==> src/rtl/seqcmd_pkg.sv <==
// Shared constants, types and key tables for the read-sequence command detector.
// Assumes the compared address slice is 14 bits wide and that the prefix and
// opcode keys are all distinct from each other.
package seqcmd_pkg;

    localparam int CMP_W      = 14;
    localparam int PREFIX_LEN = 5;
    localparam int OP_CNT     = 4;
    localparam int OP_W       = $clog2(OP_CNT);
    localparam int STEP_W     = $clog2(PREFIX_LEN + 1);

    typedef enum logic [OP_W-1:0] {
        OP_SAVE     = 2'd0,
        OP_RESTORE  = 2'd1,
        OP_AUTO_OFF = 2'd2,
        OP_AUTO_ON  = 2'd3
    } op_e;

    // Expected address for a given position in the leading part of the sequence.
    function automatic logic [CMP_W-1:0] prefix_key(input int idx);
        case (idx)
            0:       return 14'h0E38;
            1:       return 14'h31C7;
            2:       return 14'h03E0;
            3:       return 14'h3C1F;
            default: return 14'h303F;
        endcase
    endfunction

    // Sixth-position address that selects each operation.
    function automatic logic [CMP_W-1:0] op_key(input op_e op);
        case (op)
            OP_SAVE:     return 14'h0FC0;
            OP_RESTORE:  return 14'h0C63;
            OP_AUTO_OFF: return 14'h03F8;
            default:     return 14'h07F0;
        endcase
    endfunction

endpackage

==> src/rtl/seqcmd_strobe.sv <==
// Turns sampled strobe levels into single-cycle access events.
// An event fires when the chip is selected and a strobe has just become
// active: select itself, output enable, or write enable.
// Assumes the inputs are already synchronous to clk.
module seqcmd_strobe (
    input  logic clk,
    input  logic rst_n,
    input  logic sel_n,
    input  logic rd_n,
    input  logic wr_n,
    output logic acc_evt,
    output logic acc_wr
);

    logic sel_prev, rd_prev, wr_prev;

    // Keep the previous sample of each strobe; inactive after reset.
    always_ff @(posedge clk) begin
        if (!rst_n) begin
            sel_prev <= 1'b1;
            rd_prev  <= 1'b1;
            wr_prev  <= 1'b1;
        end else begin
            sel_prev <= sel_n;
            rd_prev  <= rd_n;
            wr_prev  <= wr_n;
        end
    end

    // Classify the current sample as an access edge and as read or write.
    always_comb begin
        acc_evt = !sel_n && (sel_prev || (!rd_n && rd_prev) || (!wr_n && wr_prev));
        acc_wr  = !wr_n;
    end

    // steady levels never produce an access.
    a_r10_steady_no_event: assert property (@(posedge clk) disable iff (!rst_n)
        ($past(rst_n) && $stable(sel_n) && $stable(rd_n) && $stable(wr_n)) |-> !acc_evt);

    // an access always follows some strobe moving to active.
    a_r2_event_has_edge: assert property (@(posedge clk) disable iff (!rst_n)
        ($past(rst_n) && acc_evt) |-> ($fell(sel_n) || $fell(rd_n) || $fell(wr_n)));

endmodule

==> src/rtl/seqcmd_opdec.sv <==
// Compares the sixth-position address with the opcode keys and reports
// whether it names an operation and which one.
// Assumes the keys are mutually distinct.
module seqcmd_opdec
    import seqcmd_pkg::*;
(
    input  logic [CMP_W-1:0] key,
    output logic             op_hit,
    output op_e              op_sel
);

    logic [OP_CNT-1:0] hitv;

    genvar k;
    generate
        for (k = 0; k < OP_CNT; k++) begin : g_cmp
            assign hitv[k] = (key == op_key(op_e'(k)));
        end
    endgenerate

    // Reduce the hit lines to a flag and an encoded operation.
    always_comb begin
        op_hit = |hitv;
        op_sel = OP_SAVE;
        for (int i = 0; i < OP_CNT; i++) begin
            if (hitv[i]) op_sel = op_e'(i);
        end
    end

endmodule

==> src/rtl/seqcmd_track.sv <==
// Step counter for the read sequence plus the registered command output.
// Advances on reads at the expected prefix address. Restarts on the first
// prefix address, aborts on anything else or on any write, and fires on a
// valid sixth address. Assumes at most one access event per cycle.
module seqcmd_track
    import seqcmd_pkg::*;
(
    input  logic             clk,
    input  logic             rst_n,
    input  logic             acc_evt,
    input  logic             acc_wr,
    input  logic [CMP_W-1:0] key,
    input  logic             op_hit,
    input  op_e              op_sel,
    output logic             cmd_valid,
    output op_e              cmd_op
);

    localparam int MATCH_N = 1 << STEP_W;
    localparam logic [STEP_W-1:0] STEP_FULL = STEP_W'(PREFIX_LEN);

    logic [STEP_W-1:0]  step_q, step_d;
    logic [MATCH_N-1:0] pmatch;
    logic               fire_d;
    op_e                op_d;

    genvar i;
    generate
        for (i = 0; i < MATCH_N; i++) begin : g_pm
            if (i < PREFIX_LEN) begin : g_real
                assign pmatch[i] = (key == prefix_key(i));
            end else begin : g_pad
                assign pmatch[i] = 1'b0;
            end
        end
    endgenerate

    // Next step and command decision for the current access, if any.
    always_comb begin
        step_d = step_q;
        fire_d = 1'b0;
        op_d   = OP_SAVE;
        if (acc_evt) begin
            if (acc_wr) begin
                step_d = '0;
            end else if (step_q == STEP_FULL && op_hit) begin
                fire_d = 1'b1;
                op_d   = op_sel;
                step_d = '0;
            end else if (pmatch[step_q]) begin
                step_d = step_q + 1'b1;
            end else if (pmatch[0]) begin
                step_d = STEP_W'(1);
            end else begin
                step_d = '0;
            end
        end
    end

    // Register the step and the one-cycle command output.
    always_ff @(posedge clk) begin
        if (!rst_n) begin
            step_q    <= '0;
            cmd_valid <= 1'b0;
            cmd_op    <= OP_SAVE;
        end else begin
            step_q    <= step_d;
            cmd_valid <= fire_d;
            cmd_op    <= op_d;
        end
    end

    a_r5_single_pulse: assert property (@(posedge clk) disable iff (!rst_n)
        cmd_valid |=> !cmd_valid);

    a_r5_after_full_prefix: assert property (@(posedge clk) disable iff (!rst_n)
        cmd_valid |-> ($past(step_q) == STEP_FULL));

    a_r5_code_quiet: assert property (@(posedge clk) disable iff (!rst_n)
        !cmd_valid |-> (cmd_op == OP_SAVE));

    a_r7_write_aborts: assert property (@(posedge clk) disable iff (!rst_n)
        (acc_evt && acc_wr) |=> (step_q == '0 && !cmd_valid));

    a_r8_restart_first: assert property (@(posedge clk) disable iff (!rst_n)
        (acc_evt && !acc_wr && key == prefix_key(0)) |=> (step_q == STEP_W'(1)));

    a_r9_idle_after_cmd: assert property (@(posedge clk) disable iff (!rst_n)
        cmd_valid |-> (step_q == '0));

    a_r10_hold_without_event: assert property (@(posedge clk) disable iff (!rst_n)
        !acc_evt |=> $stable(step_q));

    a_r3_step_bounded: assert property (@(posedge clk) disable iff (!rst_n)
        step_q <= STEP_FULL);

endmodule

==> src/rtl/seqcmd_detector.sv <==
// Top level of the read-sequence command detector. It samples the memory
// strobes and address, finds the six-read command pattern and issues a
// one-cycle command pulse with its code. Assumes all inputs are synchronous
// to clk and that only the low CMP_W address bits carry the key.
module seqcmd_detector
    import seqcmd_pkg::*;
#(
    parameter int ADDR_W = 15
) (
    input  logic              clk,
    input  logic              rst_n,
    input  logic              chip_sel_n,
    input  logic              out_en_n,
    input  logic              wr_en_n,
    input  logic [ADDR_W-1:0] addr,
    output logic              cmd_valid,
    output logic [OP_W-1:0]   cmd_code
);

    logic             acc_evt, acc_wr, op_hit;
    op_e              op_sel, cmd_op;
    logic [CMP_W-1:0] key;

    assign key = addr[CMP_W-1:0];

    generate
        if (ADDR_W > CMP_W) begin : g_hi
            logic addr_hi_unused;
            assign addr_hi_unused = ^addr[ADDR_W-1:CMP_W];
        end
    endgenerate

    seqcmd_strobe u_strobe (
        .clk     (clk),
        .rst_n   (rst_n),
        .sel_n   (chip_sel_n),
        .rd_n    (out_en_n),
        .wr_n    (wr_en_n),
        .acc_evt (acc_evt),
        .acc_wr  (acc_wr)
    );

    seqcmd_opdec u_opdec (
        .key    (key),
        .op_hit (op_hit),
        .op_sel (op_sel)
    );

    seqcmd_track u_track (
        .clk       (clk),
        .rst_n     (rst_n),
        .acc_evt   (acc_evt),
        .acc_wr    (acc_wr),
        .key       (key),
        .op_hit    (op_hit),
        .op_sel    (op_sel),
        .cmd_valid (cmd_valid),
        .cmd_op    (cmd_op)
    );

    assign cmd_code = cmd_op;

    // outputs stay quiet while reset is held.
    always @(posedge clk) begin
        if (!rst_n) begin
            a_r1_quiet_in_reset: assert (!cmd_valid || $past(rst_n));
        end
    end

endmodule

==> config.mk <==
export PLATFORM = sky130hd
export DESIGN_NAME = seqcmd_detector
export DESIGN_NICKNAME = d
export VERILOG_FILES = /design/src/rtl/seqcmd_pkg.sv /design/src/rtl/seqcmd_strobe.sv /design/src/rtl/seqcmd_opdec.sv /design/src/rtl/seqcmd_track.sv /design/src/rtl/seqcmd_detector.sv
export SDC_FILE = /design/constraint.sdc
export NUM_CORES = 1
export LEC_CHECK = 0
export ABC_AREA = 1
export CAP_MARGIN = 20
export CORE_MARGIN = 10
export CORE_UTILIZATION = 35
export DETAILED_ROUTE_END_ITERATION = 10
export GPL_TIMING_DRIVEN = 0
export HOLD_SLACK_MARGIN = 0.15
export SETUP_SLACK_MARGIN = 0.4
export SKIP_LAST_GASP = 1
export SYNTH_ARGS = -nofsm -noshare
export SYNTH_HDL_FRONTEND = slang
export SYNTH_SLANG_ARGS = --single-unit
export TNS_END_PERCENT = 20
==> constraint.sdc <==
create_clock -name clk -period 1.5 [get_ports clk]
set_clock_uncertainty 0.15 [all_clocks]
set_input_delay 0.225 -clock clk [delete_from_list [all_inputs] [get_ports clk]]
set_output_delay 0.225 -clock clk [all_outputs]
set_load 0.01 [all_outputs]
Word level (Yosys, flattened, before mapping)
Index checks and enable logic that the tools add are counted.

word-level totals
  register bits = 9
  output and inout bits = 3
  logic and storage cells = 40

cells by class
  $add $sub $neg = 1
  magnitude comparators = 1
  eq/ne operators = 10
  muxes and demuxes = 10
  reductions and logical operators = 12

operators with widths
  cell                                                                           number
  14-bit by 12-bit equality test with 1-bit output (second input constant)       3
  14-bit equality test (second input constant)                                   3
  14-bit by 10-bit equality test with 1-bit output (second input constant)       2
  14-bit by 11-bit equality test with 1-bit output (second input constant)       1
  3-bit 2-to-1 mux                                                               3
  1-bit logical AND                                                              4
  3-bit by 4-bit less-than comparator with 1-bit output (second input constant)  1
  1-bit 2-to-1 mux                                                               4
  2-bit 2-to-1 mux                                                               2
  4-bit AND reduction                                                            1
  4-bit OR reduction                                                             1
  3-bit by 1-bit adder with 3-bit output (second input constant)                 1
  1-bit binary-select mux with 3-bit select                                      1
  3-bit equality test (second input constant)                                    1
  1-bit zero test                                                                3
  3-bit AND reduction                                                            1
  1-bit logical OR                                                               2

Depth between registers and ports, before layout
  depth in word-level cells = 6
  gate-level depth with buffers = 11
  gate-level depth less buffers = 11

Modules after synthesis
Synthesis repeated with hierarchy kept, for this count alone.

second synthesis, totals
  cells, all modules = 165
  area total of the unflattened synthesis = 865.8 µm²

modules (own cells, without submodules)
  module         instances  cells each  area each (µm²)  sequential area each (µm²)
  seqcmd_track   1          98          544.3            120.1
  seqcmd_opdec   1          52          205.2            0.0
  seqcmd_strobe  1          15          116.4            60.1

Worst setup path after synthesis
No wires, ideal clock.

  kind = flip-flop to flip-flop
  start point = register u_track.step_q[0]
  end point = register u_track.step_q[0]
  library setup time = 116 ps
  data arrival time = 1048 ps
  required time = 1234 ps
  path slack = 185 ps
  stages on the path, launching flop included = 10
  path buffers = 0
  period minus slack after synthesis = 1315 ps
  path through = dfxtp_1 nand3_1 nor2_1 nand3_1 nand3_2 nand3_2 nand2_2 nand2_1 nand3_1 a21oi_1

between the ends
  longest elaborated chain between the ends = 5

ends and longest elaborated chain
  element                                    line                text
  start: declaration                         seqcmd_track.sv:22  logic [STEP_W-1:0] step_q, step_d;
  start signal: assignment                   seqcmd_track.sv:67  step_q <= step_d;
  1-bit binary-select mux with 3-bit select  seqcmd_track.sv:50  end else if (pmatch[step_q]) begin
  1-bit 2-to-1 mux (not written as such)     seqcmd_track.sv:50
  3-bit 2-to-1 mux                           seqcmd_track.sv:50
  3-bit 2-to-1 mux *                         seqcmd_track.sv:46  end else if (step_q == STEP_FULL && op_hit) begin
  3-bit 2-to-1 mux *                         seqcmd_track.sv:44  if (acc_wr) begin

Mark *: on every way between the ends. The rest lies on a longest branch, timed or not. The select of a mux whose other input is x is not followed.
A chain may end at the register's enable or synchronous reset.

Worst setup path in the final report
  start point = input port addr[4]
  end point = register u_track.cmd_op[1]

between the ends
  longest elaborated chain between the ends = 4

ends and longest elaborated chain
  element                                                                   line                   text
  start: declaration                                                        seqcmd_detector.sv:15  input logic [ADDR_W-1:0] addr,
  14-bit by 12-bit equality test with 1-bit output (tied with other cells)  seqcmd_opdec.sv:17     assign hitv[k] = (key == op_key(op_e'(k)));
  4-bit OR reduction                                                        seqcmd_opdec.sv:23     op_hit = |hitv;
  1-bit logical AND                                                         seqcmd_track.sv:46
  4-bit AND reduction (no source line)                                      -
  end signal: assignment                                                    seqcmd_track.sv:69     cmd_op <= op_d;
  end: declaration                                                          seqcmd_track.sv:16     output op_e cmd_op

Parallel ways exist; a longest one is shown, timed or not.

==> run_results.csv <==
group,metric,value,unit
run_status,status,"finished clean",
floorplan,num_rows,16,
timing,setup-tns-final,0,ns
worst_setup_path,cp.required,1.54,ns
timing,worstMarginPinSlew,0.225,ns
place,dpl_worst_slack,-0.431,ns
timing,min_period,1.38,ns
power_and_ir_drop,powerDensity,457,nW/µm²
routing,antenna_left,0,
worst_setup_path,setup.worst_path.start,"addr[4]",
floorplan,start_util,37.5,%
clocking,cts_made_buffers,3,
worst_setup_path,reg2reg_setup_slack,0.14,ns
routing,wire_per_inst,11.3,µm
floorplan,dieArea,4370,µm²
global_route,final_global_route_overflow_total,0,
logic_synthesis,syn-cell-area,743,µm²
logic_synthesis,post_synth_inst_count,124,
power_and_ir_drop,power.static_leakage,0.566,nW
logic_synthesis,ys_ff_latch,9,
logic_synthesis,synth.area.mux_share,0,%
worst_hold_path,worstHoldPathType,"in -> reg",
routing,num_vias,867,
final_layout,num_antenna_cells,0,
worst_setup_path,worst_ep_arrival_time,1.41,ns
timing,setup_viol_count_final,0,
logic_synthesis,synth-simple-area-share,54.9,%
floorplan,die_x,66.1,µm
timing,grt_setup_unrepaired,"true",
final_layout,layout_commonest_cell,"nand2_1",
worst_setup_path,worstSetupPathType,"in -> reg",
worst_setup_path,setup.worst_path.start_class,"input port",
timing,finalHoldWorstSlack,0.232,ns
final_layout,finalNetCount,186,
worst_setup_path,critical_path.reg2reg.startpoint,"u_track.step_q[1]",
floorplan,placeableCoreArea,1980,µm²
final_layout,area.growth.synth_to_final,62.3,%
final_layout,multi_input_comb_area,592,µm²
logic_synthesis,syn_area_per_cell,5.99,µm²
clocking,cts.sink_count,9,
clocking,clkSlewWorstSetupHoldPaths,0.06,ns
power_and_ir_drop,maximum_vdd_drop,258,µV
global_route,antenna_violations_before_repair,0,
global_route,grt_start_max_net_pins,9,
routing,first_pass_iters,4,
timing,finalHoldViolCount,0,
clocking,clock_latency,0.26,ns
routing,avgViaCountPerCell,4.56,
clocking,htreeDepth,1,
floorplan,fp.dieH,66.1,µm
timing,timing.slew.headroom,85.0,%
final_layout,layout.area.seq,188,µm²
global_route,grt_pass1_wl,3520,µm
place,port_buffers,21,
worst_setup_path,worst-r2r-cell-count,6,
routing,finalWirelength,2150,µm
logic_synthesis,yosysUniqueCellTypes,20,
global_route,grt_pass1_vias,848,
routing,drt_first_iter_violations,26,
worst_setup_path,regToRegEndpoint,"u_track.step_q[0]",
timing,final_max_slew_viol_count,0,
floorplan,ios,23,
clocking,ctsHoldBuffers,0,
worst_setup_path,critPathMaxFanout,4,
final_layout,fillCellCount,178,
logic_synthesis,number_of_enable_flip_flop_cells_after_synthesis,0,
clocking,tritoncts,"yes",
logic_synthesis,asyncSetResetFlopFracSynth,0,%
timing,max_clock_freq,0.726,GHz
final_layout,commonest_cells_after_routing_fill_and_taps_aside,"nand2_1, inv_1, buf_4, nand2_2, nor2_1",
run,timing.max_cap.violations,0,
logic_synthesis,synth_flop_cell,"dfxtp_1",
routing,post-route-drc-count,0,
logic_synthesis,synthAdderAreaFrac,3.37,%
timing,finalWorstSetupSlack,0.123,ns
logic_synthesis,synth_compound_area_share,5.22,%
final_layout,proportion_of_layout_cells_with_a_drive_suffix_above_1,47.9,%
worst_setup_path,capture_point_of_the_critical_path,"u_track.cmd_op[1]",
clocking,clock_tree.buffer_depth,2,
place,gp_routability_congestion,0.874,
clocking,clock-root-buffer,"clkbuf_4",
worst_setup_path,timing.critical_path.to_type,"register",
logic_synthesis,syn_nets,146,
timing,period_share,91.8,%
place,detailed_place_hpwl,1480,µm
logic_synthesis,yosysWarnings,0,
logic_synthesis,parity_gate_share_of_the_synthesized_area_counting_xor_and_xnor_cells,1.18,%
global_route,grt_use_total,9.90,%
logic_synthesis,seq_area_frac_synth,24.2,%
logic_synthesis,synth_top_family_by_area,"simple AND/OR/NAND/NOR gates",
worst min path at each step:
stage | startpoint | endpoint | slack, ns | cells past startpoint
2_1_floorplan | rst_n | u_strobe.sel_prev | 0.14 | 1
3_3_place_gp | u_track.step_q[1] | u_track.step_q[1] | 0.37 | 2
3_5_place_dp | u_track.step_q[1] | u_track.step_q[1] | 0.37 | 2
4_1_cts | wr_en_n | u_strobe.wr_prev | 0.22 | 3
5_1_grt | wr_en_n | u_strobe.wr_prev | 0.27 | 3
6_report | wr_en_n | u_strobe.wr_prev | 0.23 | 3
cell families (layout without fill, tap and decap cells):
family | after synthesis | in the layout
DFF | 9 | 9
AOI/OAI and AO/OA | 7 | 7
and+or+nand+nor | 83 | 83
adders and majority gates | 2 | 2
buffers and inverters | 22 | 61
xor gates and xnor gates | 1 | 1
synth_stat cells (2+ instances only):
library cell,n,area (µm²)
nand2_2,3,18.8
nor3_1,2,10.0
nor2_2,5,31.3
nand3b_1,2,15.0
nand3_2,4,40.0
nor2_4,2,22.5
inv_1,20,75.1
nor2_1,17,63.8
a21oi_1,6,30.0
nand4_1,3,18.8
dfxtp_1,9,180
nand3_1,7,35.0
nand2_1,35,131
ha_1,2,25.0
inv_2,2,7.51
state kept, by name, summed over array words and instances (netlist names):
name,cells
u_strobe.rd_prev,1
u_strobe.sel_prev,1
u_strobe.wr_prev,1
u_track.cmd_op,2
u_track.cmd_valid,1
u_track.step_q,3
critical path, stage by stage:
cell	delay (ns)
clkdlybuf4s15_2	0.22
inv_1	0.08
nand2_1	0.07
nor3b_2	0.15
nand2_1	0.10
nand2_1	0.13
nor2_4	0.05
nor2_4	0.14
nand3_2	0.12
a21oi_2	0.13
through the flow:
step	std cells	cell area, µm²	total power [mW]	util (%)
6_report	190	1210	0.552	60.9
2_1_floorplan	124	756	0.295	-
3_5_place_dp	172	1000	0.365	50.4
3_3_place_gp	172	1000	0.364	50.4
4_1_cts	186	1150	0.545	58.0
5_1_grt	190	1210	0.582	60.9
layout make-up:
| class | instances | share of cell area, % |
|---|---|---|
| repair buffers | 35 | 23.5 |
| well taps | 27 | 2.80 |
| multi-input cells | 93 | 49.1 |
| clock buffers | 4 | 2.18 |
| inverters | 22 | 6.85 |
| flip-flops and latches | 9 | 15.6 |
repair_timing:
item,4_1_cts,5_1_grt
buffers inserted,10,4
endpoints found under the setup margin,9,9
gates cloned,0,0
pin swaps,26,13
gates resized for setup,66,16
power by group:
group	total, mW	leakage [nW]	internal (mW)	switching (mW)
Combinational	0.129	0.476	0.0574	0.0721
Clock	0.181	0.0150	0.102	0.0790
Sequential	0.241	0.0750	0.240	0.00125
per-layer routing:
metal | global-route usage [%] | part of all wire [%] | up-vias
li1 | - | - | 462
met1 | 11.1 | 43 | 387
met2 | 17.6 | 54 | 18
met3 | 1.53 | 3.4 | 0
met4 | 4.71 | 0 | 0
met5 | 0 | 0 | -
No activity file was read; power rests on OpenSTA's default activity.
